## config.mk

```make
export PLATFORM = sky130hd
export DESIGN_NAME = xp_compare_unit
export DESIGN_NICKNAME = d
export VERILOG_FILES = /design/src/rtl/xp_cmp_pkg.sv /design/src/rtl/xp_classify.sv /design/src/rtl/xp_order.sv /design/src/rtl/xp_compare_unit.sv
export SDC_FILE = /design/constraint.sdc
export NUM_CORES = 1
export LEC_CHECK = 0
export ABC_AREA = 1
export BUFFER_PORTS_ARGS = -buffer_cell sky130_fd_sc_hd__buf_2
export CORE_MARGIN = 2
export CORE_UTILIZATION = 44
export DETAILED_ROUTE_END_ITERATION = 10
export PLACE_DENSITY = 0.76
export SYNTH_ARGS = -nofsm -noshare
export SYNTH_HDL_FRONTEND = slang
export SYNTH_SLANG_ARGS = --single-unit
```

## constraint.sdc

```tcl
create_clock -name clk -period 1.85 [get_ports clk]
set_input_delay 0.2775 -clock clk [delete_from_list [all_inputs] [get_ports clk]]
set_output_delay 0.2775 -clock clk [all_outputs]
set_load 0.01 [all_outputs]
```

## src/rtl/xp_cmp_pkg.sv

```systemverilog
// Package: shared types and the code encoding for the extended-precision compare unit.
// Assumes the caller derives the operand field widths from its own parameters.
package xp_cmp_pkg;

    // Outcome of one comparison
    typedef enum logic [1:0] {
        REL_GT = 2'd0,
        REL_LT = 2'd1,
        REL_EQ = 2'd2,
        REL_UN = 2'd3
    } rel_e;

    // Class bits of one operand
    typedef struct packed {
        logic nan;
        logic denorm;
        logic zero;
    } xp_class_t;

    // Map a relation onto the codes {c3, c2, c0}
    function automatic logic [2:0] rel_to_codes(rel_e r);
        case (r)
            REL_GT:  return 3'b000;
            REL_LT:  return 3'b001;
            REL_EQ:  return 3'b100;
            default: return 3'b111;
        endcase
    endfunction

endpackage

```

## src/rtl/xp_classify.sv

```systemverilog
// Module: xp_classify
// Sorts one operand into NaN, denormal or zero, looking only at its exponent
// and significand fields. Assumes the significand carries an explicit integer
// bit in its top position. That bit is ignored for the NaN test.
module xp_classify
    import xp_cmp_pkg::*;
#(
    parameter int EXP_W = 15,
    parameter int SIG_W = 64
) (
    input  logic [EXP_W-1:0] exp_f,
    input  logic [SIG_W-1:0] sig_f,
    output xp_class_t        cls
);

    localparam int FRAC_W = SIG_W - 1;

    logic exp_max;
    logic exp_min;
    logic frac_nz;
    logic sig_nz;

    // Detect the field patterns
    always_comb begin
        exp_max = &exp_f;
        exp_min = ~|exp_f;
        frac_nz = |sig_f[FRAC_W-1:0];
        sig_nz  = |sig_f;
    end

    // Build the class bits
    always_comb begin
        cls.nan    = exp_max & frac_nz;
        cls.denorm = exp_min & sig_nz;
        cls.zero   = exp_min & ~sig_nz;
    end

endmodule

```

## src/rtl/xp_order.sv

```systemverilog
// Module: xp_order
// Orders two values that are not NaN. The sign is checked first, then the
// magnitude, which is the exponent followed by the significand. Two zeros
// compare equal whatever their signs.
module xp_order
    import xp_cmp_pkg::*;
#(
    parameter int MAG_W = 79
) (
    input  logic             sign_a,
    input  logic             sign_b,
    input  logic [MAG_W-1:0] mag_a,
    input  logic [MAG_W-1:0] mag_b,
    input  logic             zero_a,
    input  logic             zero_b,
    output rel_e             rel
);

    logic mag_eq;
    logic mag_gt;

    // Unsigned magnitude compare
    always_comb begin
        mag_eq = (mag_a == mag_b);
        mag_gt = (mag_a > mag_b);
    end

    // Combine sign and magnitude into a relation
    always_comb begin
        if (zero_a && zero_b) begin
            rel = REL_EQ;
        end else if (sign_a != sign_b) begin
            rel = sign_a ? REL_LT : REL_GT;
        end else if (mag_eq) begin
            rel = REL_EQ;
        end else begin
            rel = (mag_gt ^ sign_a) ? REL_GT : REL_LT;
        end
    end

endmodule

```

## src/rtl/xp_compare_unit.sv

```systemverilog
// Module: xp_compare_unit (top)
// Compares two extended-precision operands and registers the condition codes
// and the exception flags one cycle after in_valid. The results hold until the
// next strobe. Assumes the operand layout is sign, exponent, significand, from
// most to least significant bit.
module xp_compare_unit
    import xp_cmp_pkg::*;
#(
    parameter int EXP_W = 15,
    parameter int SIG_W = 64,
    localparam int MAG_W = EXP_W + SIG_W,
    localparam int OP_W  = 1 + MAG_W
) (
    input  logic            clk,
    input  logic            rst_n,
    input  logic            in_valid,
    input  logic [OP_W-1:0] op_a,
    input  logic [OP_W-1:0] op_b,
    input  logic            unord_mode,
    input  logic            zero_test,
    output logic            cc3,
    output logic            cc2,
    output logic            cc1,
    output logic            cc0,
    output logic            flag_invalid,
    output logic            flag_denorm,
    output logic            done,
    output logic            cpu_carry,
    output logic            cpu_parity,
    output logic            cpu_zero
);

    localparam int N_OPS = 2;

    logic [OP_W-1:0] opnd [N_OPS];
    xp_class_t       cls  [N_OPS];
    rel_e            rel_ord;
    rel_e            rel_nx;
    logic            any_nan;
    logic            any_den;
    logic [2:0]      codes_nx;

    // Select the operands, replacing B with +0.0 in zero-test mode
    always_comb begin
        opnd[0] = op_a;
        opnd[1] = zero_test ? '0 : op_b;
    end

    // One classifier per operand
    for (genvar g = 0; g < N_OPS; g++) begin : g_cls
        xp_classify #(
            .EXP_W(EXP_W),
            .SIG_W(SIG_W)
        ) u_cls (
            .exp_f(opnd[g][OP_W-2:SIG_W]),
            .sig_f(opnd[g][SIG_W-1:0]),
            .cls  (cls[g])
        );
    end

    xp_order #(
        .MAG_W(MAG_W)
    ) u_order (
        .sign_a(opnd[0][OP_W-1]),
        .sign_b(opnd[1][OP_W-1]),
        .mag_a (opnd[0][MAG_W-1:0]),
        .mag_b (opnd[1][MAG_W-1:0]),
        .zero_a(cls[0].zero),
        .zero_b(cls[1].zero),
        .rel   (rel_ord)
    );

    // Merge the NaN and denormal detection with the ordering
    always_comb begin
        any_nan  = cls[0].nan | cls[1].nan;
        any_den  = cls[0].denorm | cls[1].denorm;
        rel_nx   = any_nan ? REL_UN : rel_ord;
        codes_nx = rel_to_codes(rel_nx);
    end

    // Capture the results on a strobe and raise done for one cycle
    always_ff @(posedge clk) begin
        if (!rst_n) begin
            cc3          <= 1'b0;
            cc2          <= 1'b0;
            cc1          <= 1'b0;
            cc0          <= 1'b0;
            flag_invalid <= 1'b0;
            flag_denorm  <= 1'b0;
            done         <= 1'b0;
        end else begin
            done <= in_valid;
            if (in_valid) begin
                cc3          <= codes_nx[2];
                cc2          <= codes_nx[1];
                cc0          <= codes_nx[0];
                cc1          <= 1'b0;
                flag_invalid <= any_nan & ~unord_mode;
                flag_denorm  <= any_den;
            end
        end
    end

    // Present the codes as CPU branch flags
    always_comb begin
        cpu_carry  = cc0;
        cpu_parity = cc2;
        cpu_zero   = cc3;
    end

endmodule

```

==> Word level (Yosys, flattened, before mapping) <==
Index checks and enable logic that the tools add are counted.
{ "totals": {"register_bits": 6, "latch_bits": 0, "ramBits": 0, "mem_bits_ro": 0, "in_bits": 165, "output_inout_bits": 10, "word_cells": 44, "n_memories": 0} }
{ "classes": {"addsub": 0, "mul": 0, "n_div": 0, "magnitude_cmp": 1, "eq_ne": 4, "shifts": 0, "mux": 8, "bitwise": 13, "reduce_logical": 12} }
{ "op_table": {"columns": ["operator", "count"], "rows": [
  ["$reduce_or 64->1", 2],
  ["$reduce_or 63->1", 2],
  ["$mux 80", 1],
  ["$eq 79x79->1", 1],
  ["$gt 79x79->1", 1],
  ["$reduce_and 15->1", 2],
  ["$reduce_or 15->1", 2],
  ["$pmux 3 s3", 1],
  ["$mux 2", 4],
  ["$and 1x1->1", 7],
  ["$not 1->1", 3],
  ["$eq 2x1->1 const B", 1],
  ["$eq 2x2->1 const B", 1],
  ["$logic_not 1->1", 2],
  ["$logic_not 2->1", 1],
  ["$mux 1", 2],
  ["$or 1x1->1", 2],
  ["$logic_and 1x1->1", 1],
  ["$ne 1x1->1", 1],
  ["$xor 1x1->1", 1]
]} }

==> Logic depth before layout (Yosys ltp) <==
{ "logic_depth": {"depth_word": 10, "depth_mapped": 20, "mapped_depth_nobuf": 18} }

==> Hierarchy <==
A second synthesis with hierarchy kept.
{ "hier_totals": {"hier_cells": 771, "area_unflattened_um2": 3990.1} }
{ "modules_own_cells": {"columns": ["mod", "n_inst", "cells_each", "area_per_inst_um2", "seq_area_each_um2"], "rows": [
  ["xp_order", 1, 388, 2279.7, 0.0],
  ["xp_compare_unit", 1, 205, 967.2, 120.1],
  ["xp_classify", 2, 89, 371.6, 0.0]
]} }

==> Least setup slack after synthesis <==
OpenSTA, ideal clock, no wires.
{ "synth_timing": {"path_type": "input to register", "from": "input zero_test", "to": "register cc0", "setup_ns": 0.119, "arrival_time_ns": 1.850, "t_required_ns": 1.731, "setup_slack_ns": -0.119, "path_stages": 13, "n_path_buf": 2, "path_cell_list": "inv_2 > buf_2 > buf_2 > nand2_1 > ha_1 > nand4_1 > or2_2 > nor4_1 > nand2_1 > nor2_1 > nor2_1 > nand3_1 > a21oi_1"} }
{ "synth_between": {"elab_chain_len": 10, "word_cells_on_any_way": 24, "classes_between": "1 x order compare; 4 x eq/ne; 7 x mux; 5 x bitwise; 7 x reduce/logical"} }
{ "synth_lines": {"columns": ["element", "line_no", "source"], "rows": [
  ["start: declaration", "xp_compare_unit.sv:20", "input logic zero_test,"],
  ["$mux 80 (*)", "xp_compare_unit.sv:46", "opnd[1] = zero_test ? '0 : op_b;"],
  ["$gt 79x79->1", "xp_order.sv:25", "mag_gt = (mag_a > mag_b);"],
  ["$xor 1x1->1", "xp_order.sv:37", "rel = (mag_gt ^ sign_a) ? REL_GT : REL_LT;"],
  ["$mux 1", "xp_order.sv:37", null],
  ["$mux 2", "xp_order.sv:34", "end else if (mag_eq) begin"],
  ["$mux 2", "xp_order.sv:32", "end else if (sign_a != sign_b) begin"],
  ["$mux 2", "xp_order.sv:30", "if (zero_a && zero_b) begin"],
  ["$mux 2 (*)", "xp_compare_unit.sv:77", "rel_nx = any_nan ? REL_UN : rel_ord;"],
  ["$eq 2x2->1 (tied with other cells)", "xp_cmp_pkg.sv:22", "case (r)"],
  ["$pmux 3 s3 (*)", "xp_cmp_pkg.sv:22", null],
  ["end signal: assignment", "xp_compare_unit.sv:96", "cc0 <= codes_nx[0];"],
  ["end: declaration", "xp_compare_unit.sv:24", "output logic cc0,"]
]} }
Mark *: on every way between the ends. The rest lies on a longest branch, timed or not.
A chain may end at the register's enable or synchronous reset.

==> Worst setup path after layout <==
Same ends and word-level chain as after synthesis.

==> flow_summary.yaml <==
run_status:
  status: "finished with violations"
  violations: "negative setup slack"
power_and_ir_drop:
  ir_worst_vdd_mv: 0.180
  p_sw_share_pct: 46.6
  internal_power_w: 0.00101
  p_seq_share_pct: 7.2
  clockPowerShare_pct: 10.5
  p_switching_w: 0.000878
  p_comb_share_pct: 82.3
  leakagePower_nw: 3.21
  power.density_nw_per_um2: 292
synth:
  syn_inst: 686
  synth_top_area_cell: "ha_1"
  synth.most_common_cell: "nand2_1"
  yosysSeqAreaShare_pct: 3.19
  synth_top_area_share_pct: 26.2
  synth_edf_count: 0
  syn_area_um2: 3770
  ys_seq_elements: 6
  synth_top_flop_cell: "dfxtp_1"
  synth_cell_types: 25
  syn_nets: 930
  synth_commonest_cells: "nand2_1, nor2_1, ha_1"
  async_flop_share_pct: 0
  synth_area_leaders: "ha_1, nand2_1, nor2_1"
  ys_warn_count: 0
  synth_area_per_cell_um2: 5.49
critical_path:
  reg2reg_depth: 2
  critical_path.cell_chain: "buf_16 -> buf_6 -> nor2_4 -> inv_2 -> ha_4 -> nand2_2 -> nor2_2 -> nand4_1 -> nor2_1 -> nand2_1 -> nor2_1 -> nand2_1 -> nand3_1 -> nand2_1 -> nand3_2 -> a21oi_2"
  worstPathMaxFanout: 7
  r2r_setup_slack_ns: 1.08
  crit_type: "in2reg"
  r2r_start: "cc0"
  cp_slowest_stage_delay_ns: 0.28
  cp-start-kind: "input pin"
  crit_slowest_cell: "ha_4"
  r2r-end: "cc0"
  worst_setup_path_end_kind: "flip-flop"
  crit_end: "cc0"
  critPathArrivalTime_ns: 2.06
  crit_top_cell: "nand2_1"
  critPathRequiredTime_ns: 1.95
  critPathLaunch: "zero_test"
sta:
  hold_viol: 0
  final.setup.tns_ns: -0.141
  period_minus_slack_ns: 1.96
  finalClockSkew_ns: 0
  rsz0062_at_grt: "yes"
  finalCritPeriodShare_pct: 106
  finalSetupViolCount: 3
  slew_viol_final: 0
  setup_ws_ns: -0.110
  fmax_mhz: 510
route:
  drt_drc_violations_left: 0
  wl_met1_mm: 6.77
  ant_nets: 0
  top_layer: "met4"
  wl_mm: 16.4
  dr_wl_met2_mm: 7.97
  drt-vias-per-instance: 5.41
  via_count: 5752
  wl_per_cell_um: 15.5
  drt_pre_antenna_iters: 4
  wl_met3_mm: 1.30
  drtIter0Drc: 261
place:
  gp_congestion: 0.980
  dpl.hpwl_mm: 13.4
  io_buffers: 173
floorplan:
  row_count: 33
  initial_core_util_pct: 45.6
  die_area_um2: 9320
  core_area_um2: 8260
  die_w_um: 96.5
  ios: 175
  die_h_um: 96.5
global_route:
  grt_overflow: 0
  grt_pass1_vias: 5444
  groute.usage.overall_pct: 33.4
  antenna_found_initial: 0
  grt_start_max_net_pins: 26
  grt_pass1_wl_mm: 24.6
cells_and_area:
  finalNetCount: 1204
  fillerInstances: 677
  final_util_pct: 78.0
  drive_above_1_share_pct: 43.0
  area.growth.synth_to_final_pct: 71.0
  diodes: 0
clock_network:
  clk_latency_ns: 0.23
  cts_max_path_buffers: 2
  cts_tree: "done"
  clk_pin_slew_ns: 0.04
  root_buffer: "clkbuf_8"
  cts_made_buffers: 3
  htreeDepth: 1
  clock-sinks: 6
min_path:
  hp-class: "in2reg"
job:
  maxCapViolCount: 0
==> state kept, by name, summed over array words and instances (netlist names) <==
| register | cells |
|---|---|
| done | 1 |
| flag_invalid | 1 |
| flag_denorm | 1 |
| cc0 | 1 |
| cc3 | 1 |
| cc2 | 1 |
==> worst max-delay path, delay by kind of cell <==
kind            cells  cell delay (ns)
simple gates       11             1.07
buf+inv             3             0.40
fa+ha+maj           1             0.28
compound gates      1             0.05
==> power groups by stage <==
| stage | combinational, W | clock, W | sequential, W |
|---|---|---|---|
| detailed placement | 0.00132 | 0 | 0.000137 |
| floorplan | 0.000688 | 0 | 0.000138 |
| global route | 0.00170 | 0.000210 | 0.000136 |
| CTS | 0.00142 | 0.000203 | 0.000135 |
| global placement | 0.00130 | 0 | 0.000137 |
| finish | 0.00155 | 0.000198 | 0.000136 |
==> final cells by class <==
| cell class | count | area, um^2 | area share [%] |
|---|---|---|---|
| clock buffers | 3 | 41.3 | 0.641 |
| inverters | 51 | 204 | 3.17 |
| multi-input cells | 615 | 4160 | 64.6 |
| flip-flops and latches | 6 | 120 | 1.86 |
| well taps | 105 | 131 | 2.04 |
| repair buffers | 278 | 1710 | 26.5 |
| repair inverters | 5 | 75.1 | 1.17 |
==> how the worst min path moves through the flow <==
stage | startpoint | endpoint | slack, ns | cells past startpoint
5_1_grt | rst_n | done | 0.30 | 3
4_1_cts | rst_n | done | 0.29 | 3
2_1_floorplan | in_valid | done | 0.37 | 2
6_report | rst_n | done | 0.30 | 3
3_3_place_gp | flag_invalid | flag_invalid | 0.45 | 2
3_5_place_dp | flag_denorm | flag_denorm | 0.46 | 2
==> cells by family (layout without fill, tap and decap cells) <==
group                    after synthesis  count (layout)  synth area share, %
AO/OA/AOI/OAI                         65              65                 8.97
buffers and inverters                 65             337                 8.10
adder cells (fa/ha/maj)               79              79                 26.2
flip-flops                             6               6                 3.19
AND/OR/NAND/NOR                      470             470                 53.4
other                                  1               1               0.0995
==> metrics by stage <==
step,total power [W],instance area (um^2),worst slack (ns),hold slack (ns),std cells
3_3_place_gp,0.00143,5750,-0.573,0.452,1052
2_1_floorplan,0.000827,4140,0.00328,0.371,686
5_1_grt,0.00205,6440,-0.219,0.305,1063
6_report,0.00188,6440,-0.110,0.303,1063
3_5_place_dp,0.00146,5750,-0.561,0.463,1052
4_1_cts,0.00176,6090,-0.0549,0.286,1059
==> repair_timing <==
action	CTS	global route
gates cloned	4	1
pin swaps	7	24
resized for setup	46	57
hold buffers	0	0
setup buffers	1	3
setup endpoints to repair	5	5
==> cell usage in the layout, fill, tap and decap left out, types with 4 or more instances in the layout <==
master	count
nand2_1	201
buf_2	172
buf_4	99
nor2_1	95
nand4_1	53
inv_1	48
nand2_2	41
ha_4	40
ha_1	39
a21oi_1	31
o21ai_0	21
nand3_1	20
nor2_2	10
nor3_1	10
nand2_4	9
nor4_1	9
dfxtp_1	6
nor4_2	5
a21oi_2	5
nand3_2	4
buf_6	4
==> routing by layer <==
layer / global-route usage [%] / up-vias
met1: 41.0 / 2600
met2: 62.7 / 232
li1: - / 2882
met3: 3.80 / 38
met4: 6.46 / 0
met5: 0 / -
Power figures use the tool's default switching activity.
